==> src/rtl/pwm_gate_pkg.sv <==
`timescale 1ns/1ps
package pwm_gate_pkg;

  // word index = byte address >> 2; software decodes these
  localparam int unsigned IDX_MODE     = 0;
  localparam int unsigned IDX_RUN_SET  = 1;
  localparam int unsigned IDX_RUN_CLR  = 2;
  localparam int unsigned IDX_RUN_STAT = 3;
  localparam int unsigned IDX_MSK_SET  = 4;
  localparam int unsigned IDX_MSK_CLR  = 5;
  localparam int unsigned IDX_MSK_STAT = 6;
  localparam int unsigned IDX_PEND     = 7;

  typedef enum logic [1:0] {
    RD_NONE,
    RD_RUN,
    RD_MASK,
    RD_PEND
  } readSel_e;

  typedef struct packed {
    logic     runSet;
    logic     runClr;
    logic     maskSet;
    logic     maskClr;
    logic     pendAck;
    readSel_e readSel;
  } gateStrobe_t;

endpackage

==> src/rtl/pwm_gate_ctrl.sv <==
`timescale 1ns/1ps
module pwm_gate_ctrl
  import pwm_gate_pkg::*;
#(
  parameter int ADDR_W = 5
) (
  input  logic              regWrEn,
  input  logic              regRdEn,
  input  logic [ADDR_W-1:0] regAddr,
  output gateStrobe_t       strobe
);

  localparam int IDX_W = ADDR_W - 2;

  logic             aligned;
  logic [IDX_W-1:0] wordIdx;
  logic             wrOk;
  logic             rdOk;

  assign aligned = (regAddr[1:0] == 2'b00);
  assign wordIdx = regAddr[ADDR_W-1:2];
  assign wrOk    = regWrEn && aligned;
  assign rdOk    = regRdEn && aligned;

  always_comb begin
    strobe         = '0;
    strobe.readSel = RD_NONE;
    if (wrOk) begin
      strobe.runSet  = (wordIdx == IDX_W'(IDX_RUN_SET));
      strobe.runClr  = (wordIdx == IDX_W'(IDX_RUN_CLR));
      strobe.maskSet = (wordIdx == IDX_W'(IDX_MSK_SET));
      strobe.maskClr = (wordIdx == IDX_W'(IDX_MSK_CLR));
    end
    if (rdOk) begin
      if (wordIdx == IDX_W'(IDX_RUN_STAT)) begin
        strobe.readSel = RD_RUN;
      end else if (wordIdx == IDX_W'(IDX_MSK_STAT)) begin
        strobe.readSel = RD_MASK;
      end else if (wordIdx == IDX_W'(IDX_PEND)) begin
        strobe.readSel = RD_PEND;
        strobe.pendAck = 1'b1;
      end
    end
  end

endmodule

==> src/rtl/pwm_gate_datapath.sv <==
`timescale 1ns/1ps
module pwm_gate_datapath
  import pwm_gate_pkg::*;
#(
  parameter int N = 4
) (
  input  logic        clk,
  input  logic        rstN,
  input  gateStrobe_t strobe,
  input  logic [N-1:0] wrData,
  input  logic [N-1:0] periodEnd,
  output logic [N-1:0] rdData,
  output logic [N-1:0] runQ,
  output logic [N-1:0] maskQ,
  output logic [N-1:0] pendQ,
  output logic        irq
);

  logic [N-1:0] hitVec;

  // per-channel bit slices: each channel owns one run, mask and pending flop
  for (genvar ch = 0; ch < N; ch++) begin : g_chan
    always_ff @(posedge clk or negedge rstN) begin
      if (!rstN) begin
        runQ[ch]  <= 1'b0;
        maskQ[ch] <= 1'b0;
        pendQ[ch] <= 1'b0;
      end else begin
        if (strobe.runSet && wrData[ch]) begin
          runQ[ch] <= 1'b1;
        end else if (strobe.runClr && wrData[ch]) begin
          runQ[ch] <= 1'b0;
        end
        if (strobe.maskSet && wrData[ch]) begin
          maskQ[ch] <= 1'b1;
        end else if (strobe.maskClr && wrData[ch]) begin
          maskQ[ch] <= 1'b0;
        end
        // new event wins over the acknowledge in the same cycle
        if (periodEnd[ch]) begin
          pendQ[ch] <= 1'b1;
        end else if (strobe.pendAck) begin
          pendQ[ch] <= 1'b0;
        end
      end
    end
    assign hitVec[ch] = pendQ[ch] & maskQ[ch];
  end

  assign irq = |hitVec;

  always_comb begin
    unique case (strobe.readSel)
      RD_RUN:  rdData = runQ;
      RD_MASK: rdData = maskQ;
      RD_PEND: rdData = pendQ;
      default: rdData = '0;
    endcase
  end

endmodule

==> src/rtl/pwm_gate_top.sv <==
`timescale 1ns/1ps
module pwm_gate_top
  import pwm_gate_pkg::*;
#(
  parameter int N      = 4,
  parameter int ADDR_W = 5
) (
  input  logic              clk,
  input  logic              rstN,
  input  logic              regWrEn,
  input  logic              regRdEn,
  input  logic [ADDR_W-1:0] regAddr,
  input  logic [N-1:0]      regWrData,
  output logic [N-1:0]      regRdData,
  input  logic [N-1:0]      periodEnd,
  output logic [N-1:0]      chanEnable,
  output logic              irqOut
);

  gateStrobe_t  strobe;
  logic [N-1:0] runQ;
  logic [N-1:0] maskQ;
  logic [N-1:0] pendQ;

  pwm_gate_ctrl #(.ADDR_W(ADDR_W)) i_ctrl (
    .regWrEn (regWrEn),
    .regRdEn (regRdEn),
    .regAddr (regAddr),
    .strobe  (strobe)
  );

  pwm_gate_datapath #(.N(N)) i_dp (
    .clk       (clk),
    .rstN      (rstN),
    .strobe    (strobe),
    .wrData    (regWrData),
    .periodEnd (periodEnd),
    .rdData    (regRdData),
    .runQ      (runQ),
    .maskQ     (maskQ),
    .pendQ     (pendQ),
    .irq       (irqOut)
  );

  assign chanEnable = runQ;

endmodule

==> config.mk <==
export PLATFORM = sky130hd
export DESIGN_NAME = pwm_gate_top
export DESIGN_NICKNAME = d
export VERILOG_FILES = /design/src/rtl/pwm_gate_pkg.sv /design/src/rtl/pwm_gate_ctrl.sv /design/src/rtl/pwm_gate_datapath.sv /design/src/rtl/pwm_gate_top.sv
export SDC_FILE = /design/constraint.sdc
export NUM_CORES = 1
export LEC_CHECK = 0
export ABC_CLOCK_PERIOD_IN_PS = 1700
export BUFFER_PORTS_ARGS = -buffer_cell sky130_fd_sc_hd__buf_4
export CAP_MARGIN = 5
export CORE_ASPECT_RATIO = 1.2
export CORE_MARGIN = 2
export CORE_UTILIZATION = 38
export CTS_CLUSTER_DIAMETER = 60
export DETAILED_ROUTE_END_ITERATION = 8
export PLACE_DENSITY = 0.65
export SKIP_LAST_GASP = 1
export SLEW_MARGIN = 20
export SYNTH_ARGS = -nofsm -noshare
export SYNTH_HDL_FRONTEND = slang
export SYNTH_HIERARCHICAL = 1
export SYNTH_SLANG_ARGS = --single-unit
==> constraint.sdc <==
create_clock -name clk -period 1.7 [get_ports clk]
set_clock_uncertainty 0.1 [all_clocks]
set_input_delay 0.34 -clock clk [delete_from_list [all_inputs] [get_ports clk]]
set_output_delay 0.34 -clock clk [all_outputs]
set_load 0.1 [all_outputs]
Word-level counts from Yosys, hierarchy flattened
Cells that the tools add are included.
Widths: inputs -> output; s select.
{"block": "totals", "regBits": 12, "input_bits": 17, "output_inout_bits": 9, "word_cells": 87}
{"block": "op_classes", "n_eq_ne": 10, "mux": 29, "n_bitwise": 4, "reduce_logical": 32}
{"op": "$reduce_bool 2->1", "n": 12}
{"op": "$mux 1", "n": 23}
{"op": "$logic_and 1x1->1", "n": 18}
{"op": "$eq 3x3->1 const B", "n": 4}
{"op": "$pmux 4 s3", "n": 1}
{"op": "$eq 3x2->1 const B", "n": 2}
{"op": "$mux 3", "n": 2}
{"op": "$and 1x1->1", "n": 4}
{"op": "$eq 2x2->1 const B", "n": 2}
{"op": "$mux 2", "n": 2}
{"op": "$mux 4", "n": 1}
{"op": "$reduce_or 4->1", "n": 1}
{"op": "$eq 3x1->1 const B", "n": 1}
{"op": "$eq 2x1->1 const B", "n": 1}
{"op": "$logic_not 2->1", "n": 1}

Logic depth before layout (Yosys ltp)
{"block": "depth", "word_depth": 7, "ltp_mapped": 4, "mapped_depth_nobuf": 4}

Hierarchy
The synthesis kept the hierarchy.
{"mod": "pwm_gate_datapath", "n_inst": 1, "cells_each": 45, "area_each_um2": 545.5, "seq_area_each_um2": 300.3}
{"mod": "pwm_gate_ctrl", "n_inst": 1, "cells_each": 12, "area_each_um2": 87.6, "seq_area_each_um2": 0.0}

Worst setup path after synthesis
Ideal clock, no wire load.
{"block": "synth_timing", "kind": "reg2out", "start": "register i_dp.runQ[2]", "end": "output regRdData[2]", "t_arrival_ps": 1954, "required_time_ps": 1260, "slack_ps": -694, "stages_incl_launch_ff": 3, "n_path_buf": 0, "path_cell_list": "dfrtp_1 mux2_4 a22o_1"}
{"block": "synth_between", "elab_chain_len": 1}
{"element": "start: declaration", "line_no": "pwm_gate_datapath.sv:13", "rtl": "output logic [N-1:0] runQ,"}
{"element": "start signal: indexed assignment", "line_no": "pwm_gate_datapath.sv:25", "rtl": "runQ[ch] <= 1'b0;"}
{"element": "start signal: indexed assignment", "line_no": "pwm_gate_datapath.sv:30", "rtl": "runQ[ch] <= 1'b1;"}
{"element": "start signal: indexed assignment", "line_no": "pwm_gate_datapath.sv:32", "rtl": "runQ[ch] <= 1'b0;"}
{"element": "$pmux 4 s3", "line_no": "pwm_gate_datapath.sv:53", "rtl": "unique case (strobe.readSel)"}
{"element": "end: declaration", "line_no": "pwm_gate_top.sv:14", "rtl": "output logic [N-1:0] regRdData,"}
No other way between the ends.

==> impl_metrics.tcl <==
set metrics [dict create \
    worst_path_max_delay_cell "mux2_4" \
    post-dp-hpwl_mm 1.38 \
    netlist_area_um2 633 \
    crit_path_frequent_cell "buf_6" \
    synth_seq_cells 12 \
    use_met3_pct 4.13 \
    cts_tree "built" \
    async_flop_share_pct 100 \
    synth_top_area_share_pct 47.4 \
    reg2reg_slack_ns 0.84 \
    grt-ovfl-total 0 \
    synthFlopType "dfrtp_1" \
    drt-total-wl_mm 1.87 \
    die_h_um 48.7 \
    drt_iter0_drc 13 \
    syn2layout_area_growth_pct 78.1 \
    wl_per_cell_um 16.5 \
    avgSynthCellArea_um2 11.1 \
    max_slew_margin_pct 69.0 \
    synthCells 57 \
    cts_buffer_depth 2 \
    synth_cell_types 18 \
    ir_drop_mv 0.557 \
    clock_latency_ns 0.26 \
    num_vias 635 \
    port_buffers 25 \
    numCtsBuffers 3 \
    cts_max_level 1 \
    cap_violations 0 \
    grt_use_total_pct 23.0 \
    cpPeakStageDelay_ns 0.30 \
    dpl.cell_count 108 \
    fp.dieW_um 41.3 \
    setup_viol 4 \
    hp-class "input pin to flip-flop" \
    grt.busiest_layer "met2" \
    grt_pass1_vias 666 \
    grt_pass1_wl_mm 3.07 \
    dp_slack_ns -0.365 \
    setup.worst_path.end_class "primary output" \
    p_leak_nw 0.505 \
    drive_gt1_share_pct 60.0 \
    synthesis.nets 74 \
    path_max_fanout 5 \
    hold_viol 0 \
    synth_top_area_cell "dfrtp_1" \
    clock-sinks 12 \
    ioPinCount 26 \
    gp_congestion 0.787 \
    layout.nets 114 \
    status "complete, but fails checks" \
    fin_crit_sh_pct 114 \
    cp.required_ns 1.26 \
    path_cells "buf_6 -> nor3_4 -> buf_6 -> mux2_4 -> a22o_4 -> buf_12" \
    yosysWarningCount 6 \
    dr.pass1.iters 4 \
    synth.top_cells.by_count "a22o_1 (12), dfrtp_1 (12), nand2_1 (9)" \
    antenna_cells 0 \
    final_max_slew_viol_count 0 \
    worst_slack_ns -0.243 \
    drt-vias-per-instance 5.62 \
    drc 0 \
    worstMarginPinSlew_ns 0.459 \
    coreArea_um2 1600 \
    grt_max_degree 13 \
    violations "setup timing" \
    powerDensity_nw_per_um2 874 \
    critPathKind "input pin to primary output" \
    period_minus_slack_ns 1.94 \
    cts_root_buffer "clkbuf_4" \
    antenna_found_initial 0 \
    die-area_um2 2010 \
    ant_nets 0 \
    rsz0062_at_grt "true" \
    start_kind "input pin" \
    met1_usage_pct 28.5 \
    worst-endpoint-arrival_ns 1.50 \
    cts.clk_slew.worst_paths_ns 0.07 \
    yosys-top-cells-area "dfrtp_1 (47%), a22o_1 (17%), nand2_1 (5.3%), mux2_2 (5.3%), a21o_1 (4.7%)" \
    start_util_pct 39.5 \
    timing.fmax_mhz 515 \
    grt_use_met2_pct 37.0 \
    synth-edff-count 0 \
    layout.cells.non_filler 113 \
    yosysSeqAreaShare_pct 47.4 \
    row_count 16 \
]
[per-stage QoR]
step	power [mW]	hold WS (ns)	setup TNS, ns	util, %	cell area [um^2]
2_1_floorplan	0.658	-0.0556	-0.224	-	711
3_3_place_gp	0.778	0.0880	-2.34	61.3	981
3_5_place_dp	0.784	0.0889	-2.42	61.3	981
4_1_cts	0.978	0.141	-1.07	68.0	1090
5_1_grt	1.03	0.142	-0.950	70.4	1130
6_report	0.985	0.148	-0.857	70.4	1130
[power by group]
part	internal [mW]	leakage [nW]	switching (mW)
sequential	0.327	0.132	0.0424
clock	0.0818	0.0138	0.0894
combinational	0.159	0.358	0.285
[layout make-up]
class / instances / area (um^2)
clock buffers: 3 / 22.5
fillers: 130 / 474
inverters: 1 / 3.75
multi-input cells: 44 / 420
flip-flops and latches: 12 / 305
well taps: 18 / 22.5
repair buffers: 35 / 353
[per-layer routing]
| metal | vias up | share of wire (%) |
|---|---|---|
| met4 | 0 | 2.8 |
| met1 | 307 | 40 |
| met3 | 6 | 4.0 |
| met2 | 25 | 53 |
| met5 | - | 0 |
| li1 | 297 | - |
[registers in the layout, indices dropped and copies added (netlist names)]
register and count:
i_dp/maskQ 4, i_dp/pendQ 4, i_dp/runQ 4
[logic make-up after synthesis]
family                 synth area share, %
AND/OR/NAND/NOR                       20.6
multiplexers                          7.71
AO/OA/AOI/OAI                         23.7
flip-flops                            47.4
buffers and inverters                0.592
[placed cells by master (no fill, tap or decap)]
cell type / synthesis / layout
clkbuf_4: 0 / 3
nand4bb_1: 1 / 1
buf_12: 0 / 4
buf_4: 0 / 23
dfrtp_2: 0 / 4
a22o_1: 12 / 8
or4b_4: 1 / 1
mux2_4: 1 / 4
nor3b_4: 0 / 1
nor2_4: 0 / 1
dfrtp_1: 12 / 8
nor4b_1: 1 / 1
a22o_4: 0 / 4
a21o_1: 4 / 4
and4_4: 0 / 1
nand3_4: 0 / 1
nor2_1: 3 / 2
nor3_1: 2 / 1
buf_6: 0 / 4
inv_1: 1 / 1
and2b_2: 1 / 1
a22oi_1: 2 / 1
buf_8: 0 / 3
nor3_4: 0 / 1
nand2_1: 9 / 9
nand2b_1: 1 / 1
dlygate4sd3_1: 0 / 1
a22oi_2: 0 / 1
[final timing paths]
check                              startpoint       endpoint  depth (start not counted)
worst max-delay path               regAddr[1]   regRdData[2]                          6
worst min-delay path             periodEnd[3]  i_dp/pendQ[3]                          2
worst max register to register  i_dp/maskQ[1]  i_dp/maskQ[1]                          1
worst min register to register  i_dp/pendQ[2]  i_dp/pendQ[2]                          1
max in group asynchronous                rstN   i_dp/runQ[2]                          2
min in group asynchronous                rstN  i_dp/pendQ[1]                          2
[repair_timing]
item	CTS	global route
buffers inserted	1	1
hold buffers	1	0
gates resized for setup	17	9
pin swaps	3	8
endpoints found under the setup margin	4	9
hold endpoints to repair	12	0
cloned	0	0
[worst max-delay path, delay by kind of cell]
family / cells / cell delay (ns)
muxes: 1 / 0.30
buffers and inverters: 3 / 0.42
and+or+nand+nor: 1 / 0.17
AOI/OAI and AO/OA: 1 / 0.26
No activity file was read; power rests on OpenSTA's default activity.
